==> config.mk <==
export PLATFORM = sky130hd
export DESIGN_NAME = spi_flag_irq
export DESIGN_NICKNAME = d
export VERILOG_FILES = /design/src/rtl/sfx_pkg.sv /design/src/rtl/sfx_regs.sv /design/src/rtl/sfx_level_flags.sv /design/src/rtl/sfx_events.sv /design/src/rtl/sfx_irq.sv /design/src/rtl/spi_flag_irq.sv
export SDC_FILE = /design/constraint.sdc
export NUM_CORES = 1
export LEC_CHECK = 0
export BUFFER_PORTS_ARGS = -buffer_cell sky130_fd_sc_hd__buf_4
export CAP_MARGIN = 20
export CORE_UTILIZATION = 40
export CTS_CLUSTER_DIAMETER = 120
export DETAILED_ROUTE_END_ITERATION = 8
export PLACE_DENSITY = 0.79
export SLEW_MARGIN = 20
export SYNTH_ARGS = -nofsm -noshare
export SYNTH_HDL_FRONTEND = slang
export SYNTH_SLANG_ARGS = --single-unit
==> constraint.sdc <==
create_clock -name clk -period 1.6 [get_ports clk]
set_input_delay 0.24 -clock clk [delete_from_list [all_inputs] [get_ports clk]]
set_output_delay 0.24 -clock clk [all_outputs]
set_load 0.02 [all_outputs]
==> src/rtl/sfx_pkg.sv <==
// Package: shared constants for the SPI flag/interrupt unit.
// Holds register offsets, status bit positions and field placement.
// Assumes a 32-bit register bus with byte offsets.
package sfx_pkg;
    localparam int unsigned REG_W   = 32;
    localparam int unsigned ADDR_W  = 8;
    localparam int unsigned STS_W   = 8;
    localparam int unsigned THR_W   = 6;
    localparam int unsigned RXT_LSB = 16;

    localparam logic [ADDR_W-1:0] OFF_ENABLE = 8'h10;
    localparam logic [ADDR_W-1:0] OFF_THRESH = 8'h14;
    localparam logic [ADDR_W-1:0] OFF_STATUS = 8'h18;

    localparam logic [REG_W-1:0] THR_KEEP = 32'h003F_003F;

    localparam int unsigned B_TX_EMPTY = 0;
    localparam int unsigned B_TX_REQ   = 1;
    localparam int unsigned B_TX_FULL  = 2;
    localparam int unsigned B_RX_RDY   = 3;
    localparam int unsigned B_RX_REQ   = 4;
    localparam int unsigned B_RX_FULL  = 5;
    localparam int unsigned B_RX_OVF   = 6;
    localparam int unsigned B_XFER_END = 7;

    // number of sticky event flags, located at the top of the status word
    localparam int unsigned N_EVT = 2;
endpackage

==> src/rtl/sfx_regs.sv <==
// Module: register file for enables and thresholds, plus read mux.
// Decodes writes to the enable, threshold and status offsets; the status
// write is turned into a write-one-to-clear mask for the sticky flags.
// Assumes single-cycle writes and a combinational read path.
module sfx_regs
    import sfx_pkg::*;
(
    input  logic              clk,
    input  logic              rst_n,
    input  logic              wr,
    input  logic [ADDR_W-1:0] addr,
    input  logic [REG_W-1:0]  wdata,
    input  logic [STS_W-1:0]  sts,
    output logic [STS_W-1:0]  en_q,
    output logic [THR_W-1:0]  tx_thr,
    output logic [THR_W-1:0]  rx_thr,
    output logic [N_EVT-1:0]  evt_clr,
    output logic [REG_W-1:0]  rdata
);
    logic [REG_W-1:0] thr_q;
    logic             hit_en, hit_thr, hit_sts;

    // address decode of the write strobe
    always_comb begin
        hit_en  = wr && (addr == OFF_ENABLE);
        hit_thr = wr && (addr == OFF_THRESH);
        hit_sts = wr && (addr == OFF_STATUS);
    end

    // enable word storage
    always_ff @(posedge clk) begin
        if (!rst_n)      en_q <= '0;
        else if (hit_en) en_q <= wdata[STS_W-1:0];
    end

    // threshold word storage, reserved bits forced to zero
    always_ff @(posedge clk) begin
        if (!rst_n)       thr_q <= '0;
        else if (hit_thr) thr_q <= wdata & THR_KEEP;
    end

    // threshold fields and write-one-to-clear mask
    always_comb begin
        tx_thr  = thr_q[THR_W-1:0];
        rx_thr  = thr_q[RXT_LSB +: THR_W];
        evt_clr = hit_sts ? wdata[STS_W-1 -: N_EVT] : '0;
    end

    // read data selection
    always_comb begin
        case (addr)
            OFF_ENABLE: rdata = {{(REG_W-STS_W){1'b0}}, en_q};
            OFF_THRESH: rdata = thr_q;
            OFF_STATUS: rdata = {{(REG_W-STS_W){1'b0}}, sts};
            default:    rdata = '0;
        endcase
    end
endmodule

==> src/rtl/sfx_level_flags.sv <==
// Module: level-derived FIFO flags.
// Produces empty/full/ready and the two watermark requests from the FIFO
// levels and thresholds, all combinationally. Assumes levels never exceed
// DEPTH.
module sfx_level_flags
    import sfx_pkg::*;
#(
    parameter int unsigned DEPTH = 64,
    parameter int unsigned LVL_W = $clog2(DEPTH + 1)
) (
    input  logic [LVL_W-1:0] tx_level,
    input  logic [LVL_W-1:0] rx_level,
    input  logic [THR_W-1:0] tx_thr,
    input  logic [THR_W-1:0] rx_thr,
    output logic             tx_empty,
    output logic             tx_req,
    output logic             tx_full,
    output logic             rx_rdy,
    output logic             rx_req,
    output logic             rx_full
);
    localparam int unsigned CMP_W = (LVL_W > THR_W) ? LVL_W : THR_W;
    localparam logic [LVL_W-1:0] FULL_LVL = LVL_W'(DEPTH);

    logic [CMP_W-1:0] tx_l, rx_l, tx_t, rx_t;

    // widen operands so the comparisons line up for any DEPTH
    always_comb begin
        tx_l = CMP_W'(tx_level);
        rx_l = CMP_W'(rx_level);
        tx_t = CMP_W'(tx_thr);
        rx_t = CMP_W'(rx_thr);
    end

    // flag generation
    always_comb begin
        tx_empty = (tx_level == '0);
        tx_full  = (tx_level == FULL_LVL);
        tx_req   = (tx_l <= tx_t);
        rx_rdy   = (rx_level != '0);
        rx_full  = (rx_level == FULL_LVL);
        rx_req   = (rx_l > rx_t);
    end
endmodule

==> src/rtl/sfx_events.sv <==
// Module: sticky event flags (receive overflow, transfer complete).
// Overflow is raised by a received word arriving at a full FIFO; transfer
// complete by the rising edge of "tx empty and shifter idle". Both hold
// until cleared by write-one-to-clear; a same-cycle event wins.
module sfx_events
    import sfx_pkg::*;
(
    input  logic             clk,
    input  logic             rst_n,
    input  logic             rx_word_done,
    input  logic             rx_full,
    input  logic             tx_empty,
    input  logic             shifter_idle,
    input  logic [N_EVT-1:0] evt_clr,
    output logic             rx_accept,
    output logic [N_EVT-1:0] evt_q
);
    logic             done_now, done_prev;
    logic [N_EVT-1:0] evt_set;

    // push gating and event detection
    always_comb begin
        rx_accept  = rx_word_done && !rx_full;
        done_now   = tx_empty && shifter_idle;
        evt_set[0] = rx_word_done && rx_full;
        evt_set[1] = done_now && !done_prev;
    end

    // previous completion condition, reset high to suppress a reset-time edge
    always_ff @(posedge clk) begin
        if (!rst_n) done_prev <= 1'b1;
        else        done_prev <= done_now;
    end

    // one sticky cell per event
    for (genvar g = 0; g < N_EVT; g++) begin : g_evt
        always_ff @(posedge clk) begin
            if (!rst_n) evt_q[g] <= 1'b0;
            else        evt_q[g] <= (evt_q[g] && !evt_clr[g]) || evt_set[g];
        end
    end
endmodule

==> src/rtl/sfx_irq.sv <==
// Module: masked interrupt reduction with one register stage.
// Assumes status and enable share bit positions.
module sfx_irq
    import sfx_pkg::*;
(
    input  logic             clk,
    input  logic             rst_n,
    input  logic [STS_W-1:0] sts,
    input  logic [STS_W-1:0] en,
    output logic             irq
);
    // register the OR of enabled status bits
    always_ff @(posedge clk) begin
        if (!rst_n) irq <= 1'b0;
        else        irq <= |(sts & en);
    end
endmodule

==> src/rtl/spi_flag_irq.sv <==
// Module: top of the SPI FIFO flag and interrupt unit.
// Assembles the status word from level flags and sticky events, holds the
// enable and threshold registers, gates the receive push and drives the
// registered interrupt. Assumes DEPTH >= 1 and levels within 0..DEPTH.
module spi_flag_irq
    import sfx_pkg::*;
#(
    parameter int unsigned DEPTH = 64,
    localparam int unsigned LVL_W = $clog2(DEPTH + 1)
) (
    input  logic              clk,
    input  logic              rst_n,
    input  logic              reg_wr,
    input  logic [ADDR_W-1:0] reg_addr,
    input  logic [REG_W-1:0]  reg_wdata,
    output logic [REG_W-1:0]  reg_rdata,
    input  logic [LVL_W-1:0]  tx_level,
    input  logic [LVL_W-1:0]  rx_level,
    input  logic              rx_word_done,
    input  logic              shifter_idle,
    output logic              rx_accept,
    output logic              irq
);
    logic [STS_W-1:0] sts_word, en_word;
    logic [THR_W-1:0] tx_thr, rx_thr;
    logic [N_EVT-1:0] evt_clr, evt_q;
    logic             f_tx_empty, f_tx_req, f_tx_full;
    logic             f_rx_rdy, f_rx_req, f_rx_full;

    sfx_regs u_regs (
        .clk     (clk),
        .rst_n   (rst_n),
        .wr      (reg_wr),
        .addr    (reg_addr),
        .wdata   (reg_wdata),
        .sts     (sts_word),
        .en_q    (en_word),
        .tx_thr  (tx_thr),
        .rx_thr  (rx_thr),
        .evt_clr (evt_clr),
        .rdata   (reg_rdata)
    );

    sfx_level_flags #(.DEPTH(DEPTH), .LVL_W(LVL_W)) u_lvl (
        .tx_level (tx_level),
        .rx_level (rx_level),
        .tx_thr   (tx_thr),
        .rx_thr   (rx_thr),
        .tx_empty (f_tx_empty),
        .tx_req   (f_tx_req),
        .tx_full  (f_tx_full),
        .rx_rdy   (f_rx_rdy),
        .rx_req   (f_rx_req),
        .rx_full  (f_rx_full)
    );

    sfx_events u_evt (
        .clk          (clk),
        .rst_n        (rst_n),
        .rx_word_done (rx_word_done),
        .rx_full      (f_rx_full),
        .tx_empty     (f_tx_empty),
        .shifter_idle (shifter_idle),
        .evt_clr      (evt_clr),
        .rx_accept    (rx_accept),
        .evt_q        (evt_q)
    );

    // status word assembly at the fixed bit positions
    always_comb begin
        sts_word             = '0;
        sts_word[B_TX_EMPTY] = f_tx_empty;
        sts_word[B_TX_REQ]   = f_tx_req;
        sts_word[B_TX_FULL]  = f_tx_full;
        sts_word[B_RX_RDY]   = f_rx_rdy;
        sts_word[B_RX_REQ]   = f_rx_req;
        sts_word[B_RX_FULL]  = f_rx_full;
        sts_word[B_RX_OVF]   = evt_q[0];
        sts_word[B_XFER_END] = evt_q[1];
    end

    sfx_irq u_irq (
        .clk   (clk),
        .rst_n (rst_n),
        .sts   (sts_word),
        .en    (en_word),
        .irq   (irq)
    );
endmodule

==> flow_metrics.py <==
metrics = {
    "die": {
        "die-area_mm2": 0.00453,
        "initial_core_util_pct": 42.1,
        "die_height_um": 67.3,
        "die_width_um": 67.3,
        "pin_count": 93,
        "core-area_mm2": 0.00406,
        "row_count": 23,
    },
    "clock_network": {
        "htree_levels": 1,
        "clockRootBuffer": "clkbuf_8",
        "cts_buffers": 3,
        "clkTransAtPathRegs_ns": 0.08,
        "clockBufferDepth": 2,
        "cts_sinks": 24,
        "clock_latency_ns": 0.27,
        "cts_tree": "built",
    },
    "synth": {
        "synth.distinct_cells": 43,
        "yosysWarnings": 0,
        "synth_area_mm2": 0.00171,
        "synthFlopType": "dfxtp_1",
        "synth_edf_count": 0,
        "synthArstFlopShare_pct": 0,
        "synthesis.instances": 214,
        "postSynthAreaPerCell_um2": 7.97,
        "ys_seq_area_share_pct": 28.2,
        "ys_seq_elements": 24,
    },
    "route": {
        "dr.pass1.iters": 4,
        "wire_per_inst_um": 14.5,
        "ant_nets": 0,
        "vias": 1843,
        "wl_um": 5060,
        "route.detailed.drc": 0,
        "drt_iter0_drc": 102,
        "avgViaCountPerCell": 5.27,
    },
    "placed_design": {
        "hpwl_um": 3600,
        "dp_worst_setup_slack_ns": -0.340,
        "gp_congestion": 0.797,
        "portBuffers": 56,
        "postPlaceCellArea_mm2": 0.00227,
    },
    "setup_path": {
        "required_ns": 1.36,
        "endpoint_kind": "primary output",
        "cp_max_fo": 2,
        "cp_data_arrival_time_ns": 1.82,
        "critPathLaunchType": "flop",
        "crit_type": "flop to primary output",
    },
    "power": {
        "power_mw": 1.30,
        "ir_worst_vdd_mv": 0.494,
        "power_density_mw_per_mm2": 491,
        "p_leak_nw": 1.11,
    },
    "hold_path": {
        "hold_class": "input port to flop",
    },
    "sta": {
        "fin_crit_sh_pct": 129,
        "finClkSkew_ns": 0.00394,
        "max_freq_mhz": 484,
        "hold_violations": 0,
        "rsz0062_at_grt": "yes",
        "drv_slew": 0,
        "setup_viol": 11,
        "tns_ns": -1.88,
        "fin_ws_ns": -0.464,
        "period_needed_ns": 2.06,
    },
    "global_route": {
        "grt_pass1_wl_um": 7710,
        "grt.met3_usage_pct": 2.70,
        "busiest_layer": "met2",
        "globalRouteMet1Util_pct": 29.4,
        "met2_usage_pct": 37.4,
        "gr-total-overflow": 0,
        "grt_util_all_layers_pct": 22.5,
        "antenna_found_initial": 0,
        "grt_max_degree": 19,
        "grt_pass1_vias": 1712,
    },
    "cells_and_area": {
        "most-common-layout-cells": "buf_4 (82), nand2_1 (18), conb_1 (18), dfxtp_1 (18)",
        "final_area_mm2": 0.00264,
        "final_nets": 372,
        "area_growth_pct": 54.6,
        "drive_gt1_share_pct": 46.7,
        "diodes": 0,
        "layout_commonest_cell": "buf_4",
    },
    "run": {
        "drv_cap": 0,
    },
    "run_status": {
        "status": "finished, violations left",
        "violations": "negative setup slack",
    },
}
-- layout make-up --
cell class / count / area [um2]
fill: 313 / 1420
multi-input combinational: 161 / 1220
sequential: 24 / 488
clock buffer: 4 / 55.1
tap: 50 / 62.6
inverter: 17 / 66.3
timing repair buffer: 94 / 751
-- flip-flops by register name (all words and copies together), names as in the netlist --
name,flops
u_regs.thr_q,12
u_regs.en_q,8
u_evt.done_prev,1
u_evt.evt_q,2
u_irq.irq,1
-- metrics by stage --
step	instances	util, %	hold slack [ns]
6_report	350	65.0	0.172
3_5_place_dp	332	55.8	0.403
4_1_cts	344	61.7	0.171
3_3_place_gp	332	55.8	0.402
2_1_floorplan	231	-	0.302
5_1_grt	350	65.0	0.178
-- worst paths after layout --
kind	from	to	slack [ns]	cells past startpoint
setup / recovery	u_regs.thr_q[4]$_SDFFE_PN0P_	reg_rdata[1]	-0.46	8
hold / removal	rst_n	u_evt.done_prev$_SDFF_PN1_	0.17	2
setup reg to reg	u_regs.thr_q[20]$_SDFFE_PN0P_	u_irq.irq$_SDFF_PN0_	0.02	7
hold reg to reg	u_evt.done_prev$_SDFF_PN1_	u_evt.evt_q[1]$_SDFF_PN0_	0.41	1
-- report_power, final --
group	switching, mW	internal [mW]
clock	0.182	0.220
combinational	0.156	0.140
sequential	0.000908	0.599
-- worst max-delay path, stage by stage (launching register included) --
cell and delay [ns]:
dfxtp_2 0.34, inv_2 0.05, ha_4 0.20, a21o_1 0.15, a211o_1 0.26, o22ai_2 0.18, o21ai_1 0.08, o31ai_1 0.09
buf_4 0.20
-- Yosys cell counts (2+ instances only) --
master | number | area (um2)
o21ai_1 | 2 | 10.0
buf_2 | 4 | 20.0
ha_1 | 12 | 150
dfxtp_1 | 24 | 480
o22ai_1 | 2 | 12.5
buf_4 | 19 | 143
nor3b_1 | 2 | 15.0
a31oi_1 | 3 | 18.8
nor2_1 | 15 | 56.3
inv_1 | 16 | 60.1
mux2i_1 | 11 | 110
a21o_1 | 2 | 15.0
nor4_1 | 2 | 12.5
o31ai_1 | 2 | 15.0
nand2_1 | 19 | 71.3
a211o_1 | 2 | 17.5
nor3_1 | 9 | 45.0
a2bb2oi_1 | 2 | 17.5
nand3_1 | 15 | 75.1
clkbuf_1 | 5 | 18.8
nor2b_1 | 6 | 37.5
a21oi_1 | 18 | 90.1
nand4b_1 | 2 | 17.5
-- metal layers --
| layer | vias up | wire length [um] |
|---|---|---|
| li1 | 889 | - |
| met1 | 857 | 2190 |
| met2 | 84 | 2400 |
| met3 | 13 | 341 |
| met4 | 0 | 125 |
| met5 | - | 0 |
-- logic make-up after synthesis --
kind of cell    share of synthesized area, %
simple gates                            25.6
compound gates                          15.5
buf+inv                                 14.6
other cells                            0.220
mux                                     7.11
fa+ha+maj                               8.80
flops                                   28.2
-- repair_timing --
item / in CTS / in global routing
endpoints found under the setup margin: 15 / 28
pin swaps: 17 / 14
hold buffers: 0 / 0
gates resized for setup: 28 / 21
setup buffers: 10 / 7
Power figures use the tool's default switching activity.
